--- src/rtl/usbirq_pkg.sv ---
package usbirq_pkg;

    localparam int NUM_SRC     = 6;
    localparam int DATA_W      = 32;
    localparam int THR_SEL_W   = 3;
    localparam int MAX_THR_LOG = 6;
    localparam int CNT_W       = MAX_THR_LOG + 1;

    typedef logic [NUM_SRC-1:0] src_vec_t;
    typedef logic [CNT_W-1:0]   cnt_t;

    typedef enum int {
        SRC_XFER   = 0,
        SRC_XERR   = 1,
        SRC_PORT   = 2,
        SRC_ROLL   = 3,
        SRC_SYSERR = 4,
        SRC_ASYNC  = 5
    } src_idx_e;

    typedef enum logic {
        REG_ENABLE = 1'b0,
        REG_STATUS = 1'b1
    } reg_sel_e;

    typedef struct packed {
        logic     wr;
        reg_sel_e sel;
        src_vec_t wdata;
    } bus_req_t;

    localparam src_vec_t DEFER_MASK =
        src_vec_t'((1 << SRC_XFER) | (1 << SRC_XERR) | (1 << SRC_ASYNC));
    localparam src_vec_t IMM_MASK = ~DEFER_MASK;

    function automatic cnt_t thr_limit(input logic [THR_SEL_W-1:0] sel);
        cnt_t one;
        one = cnt_t'(1);
        if (int'(sel) > MAX_THR_LOG)
            return one << MAX_THR_LOG;
        return one << sel;
    endfunction

endpackage

--- src/rtl/usbirq_enable_reg.sv ---
module usbirq_enable_reg
    import usbirq_pkg::*;
(
    input  logic     clk,
    input  logic     rst,
    input  bus_req_t req,
    output src_vec_t en_o
);
    src_vec_t en_q;

    always_ff @(posedge clk) begin
        if (rst)
            en_q <= '0;
        else if (req.wr && req.sel == REG_ENABLE)
            en_q <= req.wdata;
    end

    assign en_o = en_q;

    assert_en_write_R2: assert property (@(posedge clk) disable iff (rst)
        (req.wr && req.sel == REG_ENABLE) |=> (en_o == $past(req.wdata)));

    assert_en_hold_R2: assert property (@(posedge clk) disable iff (rst)
        !(req.wr && req.sel == REG_ENABLE) |=> $stable(en_o));
endmodule

--- src/rtl/usbirq_status_reg.sv ---
module usbirq_status_reg
    import usbirq_pkg::*;
(
    input  logic     clk,
    input  logic     rst,
    input  bus_req_t req,
    input  src_vec_t evt_set,
    output src_vec_t stat_o
);
    src_vec_t stat_q;
    src_vec_t clr_mask;

    always_comb begin
        clr_mask = '0;
        if (req.wr && req.sel == REG_STATUS)
            clr_mask = req.wdata;
    end

    // a set pulse dominates a clear in the same cycle
    always_ff @(posedge clk) begin
        if (rst)
            stat_q <= '0;
        else
            stat_q <= (stat_q & ~clr_mask) | evt_set;
    end

    assign stat_o = stat_q;

    assert_set_wins_R3: assert property (@(posedge clk) disable iff (rst)
        (evt_set != '0) |=> ((stat_o & $past(evt_set)) == $past(evt_set)));

    assert_change_cause_R3: assert property (@(posedge clk) disable iff (rst)
        1'b1 |=> (((stat_o ^ $past(stat_o)) & ~$past(evt_set) & ~$past(clr_mask)) == '0));
endmodule

--- src/rtl/usbirq_thr_timer.sv ---
module usbirq_thr_timer
    import usbirq_pkg::*;
(
    input  logic                 clk,
    input  logic                 rst,
    input  logic                 tick,
    input  logic [THR_SEL_W-1:0] thr_sel,
    output logic                 bnd_o
);
    cnt_t cnt_q;
    cnt_t cnt_inc;
    cnt_t limit;
    logic bnd_q;

    assign limit   = thr_limit(thr_sel);
    assign cnt_inc = cnt_q + cnt_t'(1);

    always_ff @(posedge clk) begin
        if (rst) begin
            cnt_q <= '0;
            bnd_q <= 1'b0;
        end else begin
            bnd_q <= 1'b0;
            if (tick) begin
                if (cnt_inc >= limit) begin
                    cnt_q <= '0;
                    bnd_q <= 1'b1;
                end else begin
                    cnt_q <= cnt_inc;
                end
            end
        end
    end

    assign bnd_o = bnd_q;

    assert_bnd_after_tick_R6: assert property (@(posedge clk) disable iff (rst)
        bnd_o |-> $past(tick));

    assert_cnt_in_range_R6: assert property (@(posedge clk) disable iff (rst)
        cnt_q < cnt_t'(1 << MAX_THR_LOG));
endmodule

--- src/rtl/usbirq_combine.sv ---
module usbirq_combine
    import usbirq_pkg::*;
(
    input  logic     clk,
    input  logic     rst,
    input  src_vec_t stat,
    input  src_vec_t en,
    input  logic     bnd,
    output logic     irq_o
);
    src_vec_t active;
    src_vec_t pend_q;
    src_vec_t pend_d;
    logic     irq_d;
    logic     irq_q;

    assign active = stat & en;
    assign pend_d = active & DEFER_MASK & (pend_q | {NUM_SRC{bnd}});
    assign irq_d  = (|(active & IMM_MASK)) | (|pend_d);

    always_ff @(posedge clk) begin
        if (rst) begin
            pend_q <= '0;
            irq_q  <= 1'b0;
        end else begin
            pend_q <= pend_d;
            irq_q  <= irq_d;
        end
    end

    assign irq_o = irq_q;

    assert_pend_needs_bnd_R5: assert property (@(posedge clk) disable iff (rst)
        ((pend_q & ~$past(pend_q)) != '0) |-> $past(bnd));

    assert_imm_raises_R4: assert property (@(posedge clk) disable iff (rst)
        (|(active & IMM_MASK)) |=> irq_o);

    assert_drop_on_clear_R8: assert property (@(posedge clk) disable iff (rst)
        irq_o |-> $past(|active));

    assert_pend_holds_R7: assert property (@(posedge clk) disable iff (rst)
        (pend_q != '0) |-> irq_o);
endmodule

--- src/rtl/usb_irq_gate.sv ---
module usb_irq_gate
    import usbirq_pkg::*;
(
    input  logic                 clk,
    input  logic                 rst,
    input  logic                 bus_sel,
    input  logic                 bus_wr,
    input  logic [DATA_W-1:0]    bus_wdata,
    output logic [DATA_W-1:0]    bus_rdata,
    input  logic [NUM_SRC-1:0]   evt_set,
    input  logic                 uframe_tick,
    input  logic [THR_SEL_W-1:0] thr_sel,
    output logic                 irq
);
    bus_req_t req;
    src_vec_t en;
    src_vec_t stat;
    logic     bnd;
    logic     unused_wdata_hi;

    assign req.wr    = bus_wr;
    assign req.sel   = reg_sel_e'(bus_sel);
    assign req.wdata = bus_wdata[NUM_SRC-1:0];
    assign unused_wdata_hi = ^bus_wdata[DATA_W-1:NUM_SRC];

    usbirq_enable_reg u_en (
        .clk  (clk),
        .rst  (rst),
        .req  (req),
        .en_o (en)
    );

    usbirq_status_reg u_stat (
        .clk     (clk),
        .rst     (rst),
        .req     (req),
        .evt_set (evt_set),
        .stat_o  (stat)
    );

    usbirq_thr_timer u_tmr (
        .clk     (clk),
        .rst     (rst),
        .tick    (uframe_tick),
        .thr_sel (thr_sel),
        .bnd_o   (bnd)
    );

    usbirq_combine u_cmb (
        .clk   (clk),
        .rst   (rst),
        .stat  (stat),
        .en    (en),
        .bnd   (bnd),
        .irq_o (irq)
    );

    always_comb begin
        bus_rdata = '0;
        if (req.sel == REG_STATUS)
            bus_rdata[NUM_SRC-1:0] = stat;
        else
            bus_rdata[NUM_SRC-1:0] = en;
    end

    assert_irq_clear_after_reset_R1: assert property (@(posedge clk)
        $past(rst) |-> !irq);
endmodule

--- config.mk ---
export PLATFORM = sky130hd
export DESIGN_NAME = usb_irq_gate
export DESIGN_NICKNAME = d
export VERILOG_FILES = /design/src/rtl/usbirq_pkg.sv /design/src/rtl/usbirq_enable_reg.sv /design/src/rtl/usbirq_status_reg.sv /design/src/rtl/usbirq_thr_timer.sv /design/src/rtl/usbirq_combine.sv /design/src/rtl/usb_irq_gate.sv
export SDC_FILE = /design/constraint.sdc
export NUM_CORES = 1
export LEC_CHECK = 0
export BUFFER_PORTS_ARGS = -buffer_cell sky130_fd_sc_hd__buf_2
export CAP_MARGIN = 30
export CORE_UTILIZATION = 34
export CTS_CLUSTER_DIAMETER = 150
export CTS_CLUSTER_SIZE = 10
export DETAILED_ROUTE_END_ITERATION = 10
export PLACE_DENSITY = 0.6
export SYNTH_ARGS = -nofsm -noshare
export SYNTH_HDL_FRONTEND = slang
export SYNTH_SLANG_ARGS = --single-unit
export TNS_END_PERCENT = 20
--- constraint.sdc ---
create_clock -name clk -period 5.5 [get_ports clk]
set_clock_uncertainty 0.1 [all_clocks]
set_input_delay 0.275 -clock clk [delete_from_list [all_inputs] [get_ports clk]]
set_output_delay 0.275 -clock clk [all_outputs]
set_load 0.03 [all_outputs]
==> impl_metrics.json, run 1 <==
{
  "worst_skew_pair.late_latency_ns": 0.26,
  "rows": 23,
  "postSynthCellCount": 161,
  "grt-ovfl-total": 0,
  "hold_start": "evt_set[0]",
  "cts_setup_buffers": 0,
  "min_period_ns": 2.24,
  "via_per_inst": 4.33,
  "r2r-end": "u_tmr.cnt_q[0]$_SDFFE_PP0P_",
  "synth.most_common_cell": "buf_4",
  "postCtsHoldBufs": 0,
  "gp_congestion": 0.674,
  "diodes": 0,
  "reg2reg_from": "u_tmr.cnt_q[0]$_SDFFE_PP0P_",
  "cts_buffers": 3,
  "cts_buffer_depth": 2,
  "drc": 0,
  "critPathMaxFanout": 7,
  "setup_tns_ns": 0,
  "slew_violations": 0,
  "worst_pin_slew_ns": 0.739,
  "power_leakage_nw": 0.763,
  "ys_ff_latch": 24,
  "busiest_layer": "met2",
  "synth_top_area_cell": "dfxtp_1",
  "drtAntennaViolNets": 0,
  "area_growth_pct": 7.65,
  "track_usage": 0.100,
  "cp-end-kind": "flop",
  "drt-pass1-iter-count": 5,
  "drv_cap": 0,
  "fillers": 426,
  "reg2reg_depth": 9,
  "syn_area_sq_mm": 0.00149,
  "hold_viol_final": 0,
  "portBuffers": 26,
  "irDropWorstVdd_uv": 129,
  "start_util": 0.362,
  "hold_class": "primary input to flop",
  "die_w_um": 68.2,
  "via_count": 1009,
  "dieArea_sq_mm": 0.00465,
  "use_met1": 0.126,
  "rsz0062_at_grt": "no",
  "avgSynthCellArea_sq_um": 9.25,
  "synthFlopType": "dfxtp_1",
  "dpl.hpwl_um": 1820,
  "outcome": "completed",
  "synth.top_cells.by_count": "buf_4, dfxtp_1, nor2_1",
  "cts_max_level": 1,
  "required_ns": 5.55,
  "slew_headroom": 0.506,
  "period_share": 0.407,
  "grt_pass1_wl_um": 3530,
  "clockRootBuffer": "clkbuf_8",
  "numClockSinks": 24,
  "met3_usage": 0.0250,
  "seq_area_frac_synth": 0.323,
  "synth.distinct_cells": 38,
  "grt_pass1_vias": 841,
  "met2_usage": 0.163,
  "cp.arrival_ns": 2.29,
  "hold_end": "u_stat.stat_o[0]$_SDFF_PP0_",
  "synth_area_leaders": "dfxtp_1, buf_4, ha_1",
  "die_y_um": 68.2,
  "cts_resized": 0,
  "grt_max_degree": 18,
  "wl_um": 2260,
  "setup_viol": 0,
  "path_class": "flop to flop",
  "yosys.area.top_type_share": 0.323,
  "r2r_setup_slack_ns": 3.26,
  "drt_iter0_markers": 35,
  "ys_async_sr_fraction": 0,
  "max_freq_ghz": 0.447,
  "clk_pin_slew_ns": 0.08,
  "fin_nets": 238,
  "ys_warn_count": 0,
  "min_path_cells": 3,
  "routedWlPerCell_um": 9.68,
  "core-area_sq_mm": 0.00412,
  "io_pins": 79,
  "postLayoutCoreUtil": 0.389,
  "antenna_found_initial": 0,
  "cts_tree": "yes",
  "power_density_mw_per_mm2": 266,
  "synth_edf_count": 0,
  "drive_above_1_share": 0.246,
  "worst_setup_path_start_kind": "flop"
}
## per-layer routing
metal / up-vias / share of wire
met5: - / 0
met4: 0 / 0.0093
met3: 2 / 0.051
met2: 31 / 0.44
met1: 441 / 0.50
li1: 535 / -
## how the worst max path moves through the flow
stage	cells past startpoint	slack, ns	startpoint	endpoint
2_1_floorplan	9	3.40	u_tmr.cnt_q[0]$_SDFFE_PP0P_	u_tmr.bnd_o$_SDFF_PP0_
3_3_place_gp	9	3.25	u_tmr.cnt_q[0]$_SDFFE_PP0P_	u_tmr.cnt_q[2]$_SDFFE_PP0P_
3_5_place_dp	9	3.25	u_tmr.cnt_q[0]$_SDFFE_PP0P_	u_tmr.cnt_q[4]$_SDFFE_PP0P_
4_1_cts	9	3.23	u_tmr.cnt_q[0]$_SDFFE_PP0P_	u_tmr.cnt_q[1]$_SDFFE_PP0P_
5_1_grt	9	3.10	u_tmr.cnt_q[0]$_SDFFE_PP0P_	u_tmr.cnt_q[1]$_SDFFE_PP0P_
6_report	9	3.26	u_tmr.cnt_q[0]$_SDFFE_PP0P_	u_tmr.cnt_q[0]$_SDFFE_PP0P_
## flip-flops by register name (all words and copies together), names as in the netlist
signal / flops
u_tmr.cnt_q: 7
u_en.en_o: 6
u_cmb.irq_o: 1
u_stat.stat_o: 6
u_tmr.bnd_o: 1
u_cmb.pend_q: 3
## worst max-delay path, stage by stage (launching register included)
cell      delay, ns
dfxtp_1        0.40
ha_1           0.23
and3_4         0.22
nand3_1        0.09
xnor2_1        0.14
ha_1           0.29
and3_4         0.22
nand3_4        0.09
o211ai_4       0.25
nor2_1         0.08
## area by class of cell
cell class	count	area (sq um)	share of cell area
clock inverter	1	30.0	0.0187
timing repair buffer	26	130	0.0812
tap	50	62.6	0.0390
multi-input combinational	128	855	0.533
clock buffer	3	41.3	0.0258
inverter	1	3.75	0.00234
sequential	24	480	0.300
## stage by stage
| stage | area, sq um | total power (W) | setup WS (ns) | instances | hold slack, ns |
|---|---|---|---|---|---|
| 3_5_place_dp | 1530 | 0.000281 | 3.25 | 229 | 0.387 |
| 5_1_grt | 1600 | 0.000448 | 3.10 | 233 | 0.122 |
| 6_report | 1600 | 0.000426 | 3.26 | 233 | 0.111 |
| 4_1_cts | 1600 | 0.000434 | 3.23 | 233 | 0.107 |
| 2_1_floorplan | 1580 | 0.000278 | 3.40 | 186 | 0.292 |
| 3_3_place_gp | 1530 | 0.000280 | 3.25 | 229 | 0.381 |
## cells by family (layout without fill, tap and decap cells)
group | count (synthesis) | in the layout | synth area share
AOI/OAI and AO/OA | 18 | 18 | 0.111
xor gates and xnor gates | 11 | 11 | 0.0647
adders and majority gates | 8 | 8 | 0.0672
buffers and inverters | 34 | 31 | 0.166
DFF | 24 | 24 | 0.323
muxes | 13 | 13 | 0.0924
other | 1 | 26 | 0.00252
and+or+nand+nor | 52 | 52 | 0.173
## where the power goes
group | switching (W) | total [W] | internal (W)
Clock | 0.0000530 | 0.000150 | 0.0000972
Combinational | 0.0000590 | 0.0000882 | 0.0000292
Sequential | 0.00000590 | 0.000187 | 0.000182
## layout by cell type (no fill, tap or decap), drive strengths merged, types with 3 or more instances in the layout
cell	Yosys	layout
conb	1	26
buf	30	26
nor2	24	24
dfxtp	24	24
nand2	12	12
xor2	8	8
ha	8	8
mux2i	7	7
mux2	6	6
a21oi	6	6
o211ai	4	4
xnor2	3	3
clkbuf	3	3
and3	3	3
nand3	3	3
a21o	3	3
(Power assumes the default switching activity.)
==> inputs of run 2 (changes only) <==
--- a/config.mk
+++ b/config.mk
@@ -11,7 +11,7 @@
 export CTS_CLUSTER_DIAMETER = 150
 export CTS_CLUSTER_SIZE = 10
 export DETAILED_ROUTE_END_ITERATION = 10
-export PLACE_DENSITY = 0.6
+export PLACE_DENSITY = 0.63
 export SYNTH_ARGS = -nofsm -noshare
 export SYNTH_HDL_FRONTEND = slang
 export SYNTH_SLANG_ARGS = --single-unit
==> constraint.sdc (replaced) <==
create_clock -name clk -period 1.85 [get_ports clk]
set_clock_uncertainty 0.1 [all_clocks]
set_input_delay 0.0925 -clock clk [delete_from_list [all_inputs] [get_ports clk]]
set_output_delay 0.0925 -clock clk [all_outputs]
set_load 0.03 [all_outputs]
==> run 2 against run 1 <==
The flow now finishes with violations (negative setup slack). Clock power rose to 3.0 times the previous value. Sequential share of layout area down 3.6 points. Sequential power rose to 3.0 times the previous value. Die area unchanged. Via count up 9.0%. Count of clock-buffer cells in the layout unchanged. Register-to-register slack worse by 3.5 ns. Combinational power rose to 3.4 times the previous value. Critical endpoint is now u_tmr.cnt_q[2]$_SDFFE_PP0P_. Highest routed layer is now met3.
==> impl_metrics.json, run 2 (synthesis results as in run 1) <==
{
  "drtAntennaViolNets": 0,
  "rsz0062_at_grt": "yes",
  "hold_class": "primary input to flop",
  "drv_cap": 0,
  "via_count": 1100,
  "track_usage": 0.114,
  "grt_pass1_wl_um": 3960,
  "required_ns": 1.96,
  "met2_usage": 0.203,
  "busiest_layer": "met2",
  "diodes": 0,
  "largest_reg_flops": 7,
  "final_cell_mix": "conb_1, buf_2, nor2_1",
  "min_period_ns": 2.06,
  "postLayoutCoreUtil": 0.445,
  "cts_resized": 0,
  "grt-ovfl-total": 0,
  "cts_buffer_depth": 2,
  "placed_area_sq_mm": 0.00163,
  "drc": 0,
  "power_leakage_nw": 0.869,
  "area_growth_pct": 23.1,
  "setup_viol": 8,
  "cts_tree": "yes",
  "clkPwrFrac": 0.347,
  "slew_violations": 0,
  "met3_usage": 0.0250,
  "fillers": 395,
  "cp.arrival_ns": 2.17,
  "violations": "negative setup slack",
  "path_class": "flop to flop",
  "worst_setup_path_start_kind": "flop",
  "place_ws_ns": -0.239,
  "grt_max_degree": 18,
  "seqPwrFrac": 0.426,
  "pwr-share-comb": 0.227,
  "cp-end-kind": "flop",
  "max_freq_ghz": 0.485,
  "use_met1": 0.132,
  "regMostFlops": "u_tmr.cnt_q",
  "antenna_found_initial": 0,
  "internal_power_w": 0.000944,
  "switching_share": 0.280,
  "drt_iter0_markers": 31,
  "setup_ws_ns": -0.211,
  "core-area_sq_mm": 0.00412,
  "io_pins": 79,
  "wl_um": 2570,
  "critPathMaxFanout": 7,
  "power_density_mw_per_mm2": 715,
  "final_cell_area_sq_mm": 0.00183,
  "whs_ns": 0.0727,
  "worst_skew_pair.late_latency_ns": 0.27,
  "fin_nets": 262,
  "via_per_inst": 4.28,
  "rows": 23,
  "routedWlPerCell_um": 10.0,
  "period_share": 1.11,
  "numClockSinks": 24,
  "dieArea_sq_mm": 0.00465,
  "cts_buffers": 3,
  "die_y_um": 68.2,
  "clockRootBuffer": "clkbuf_8",
  "portBuffers": 26,
  "clk_pin_slew_ns": 0.09,
  "hold_viol_final": 0,
  "irDropWorstVdd_uv": 328,
  "gp_congestion": 0.728,
  "dpl.hpwl_um": 1890,
  "outcome": "finished with violations",
  "p_sw_w": 0.000367,
  "drive_above_1_share": 0.295,
  "cts_max_level": 1,
  "start_util": 0.362,
  "die_w_um": 68.2,
  "grt_pass1_vias": 935,
  "drt-pass1-iter-count": 4,
  "finalPower_w": 0.00131
}
## run 2: changes by cell type in the layout (fill, tap and decap cells not counted), sizes merged
cell         delta
buf            +12
dlygate4sd3    +12
## run 2: path summary, 6_finish.rpt
kind,from,endpoint,slack (ns),cells past startpoint
setup / recovery,u_tmr.cnt_q[0]$_SDFFE_PP0P_,u_tmr.cnt_q[2]$_SDFFE_PP0P_,-0.21,9
hold / removal,rst,u_stat.stat_o[2]$_SDFF_PP0_,0.07,2
setup reg to reg,u_tmr.cnt_q[0]$_SDFFE_PP0P_,u_tmr.cnt_q[2]$_SDFFE_PP0P_,-0.21,9
hold reg to reg,u_stat.stat_o[0]$_SDFF_PP0_,u_stat.stat_o[0]$_SDFF_PP0_,0.42,2
## run 2: critical path: stages, from the launching register on
cell and delay [ns]:
dfxtp_2 0.35, ha_4 0.16, and3_4 0.18, buf_4 0.13, xor2_1 0.13, ha_1 0.32
a21o_1 0.18, a22oi_4 0.20, o211ai_4 0.14, nor2_1 0.11
## run 2: power groups by stage
stage / sequential, W / combinational [W] / clock, W
floorplan: 0.000570 / 0.000262 / 0
global placement: 0.000570 / 0.000277 / 0
detailed placement: 0.000571 / 0.000280 / 0
CTS: 0.000559 / 0.000299 / 0.000473
global route: 0.000563 / 0.000329 / 0.000490
finish: 0.000559 / 0.000297 / 0.000455
## run 2: timing repair
action,in CTS,in global routing
setup endpoints to repair,8,8
hold buffers,12,0
pin swaps,12,1
hold endpoints to repair,12,0
setup buffers,1,0
## run 2: cell type report
| cell class | count | area [sq um] | share of cell area |
|---|---|---|---|
| Clock inverter | 1 | 30.0 | 0.0164 |
| Clock buffer | 3 | 41.3 | 0.0225 |
| Multi-Input combinational cell | 128 | 872 | 0.476 |
| Inverter | 1 | 3.75 | 0.00205 |
| Sequential cell | 24 | 483 | 0.263 |
| Timing Repair Buffer | 50 | 340 | 0.186 |
| Tap cell | 50 | 62.6 | 0.0341 |
## run 2: metal layers
metal	part of all wire	vias up	wire, um
met5	0	-	0
met4	0	0	0
met3	0.038	0	97
met2	0.48	27	1230
li1	-	586	-
met1	0.48	487	1250
## run 2: per-stage QoR
step	cells	TNS, ns
finish	257	-1.59
CTS	257	-1.83
floorplan	186	-0.944
detailed placement	240	-1.78
global placement	240	-1.35
global route	257	-2.42
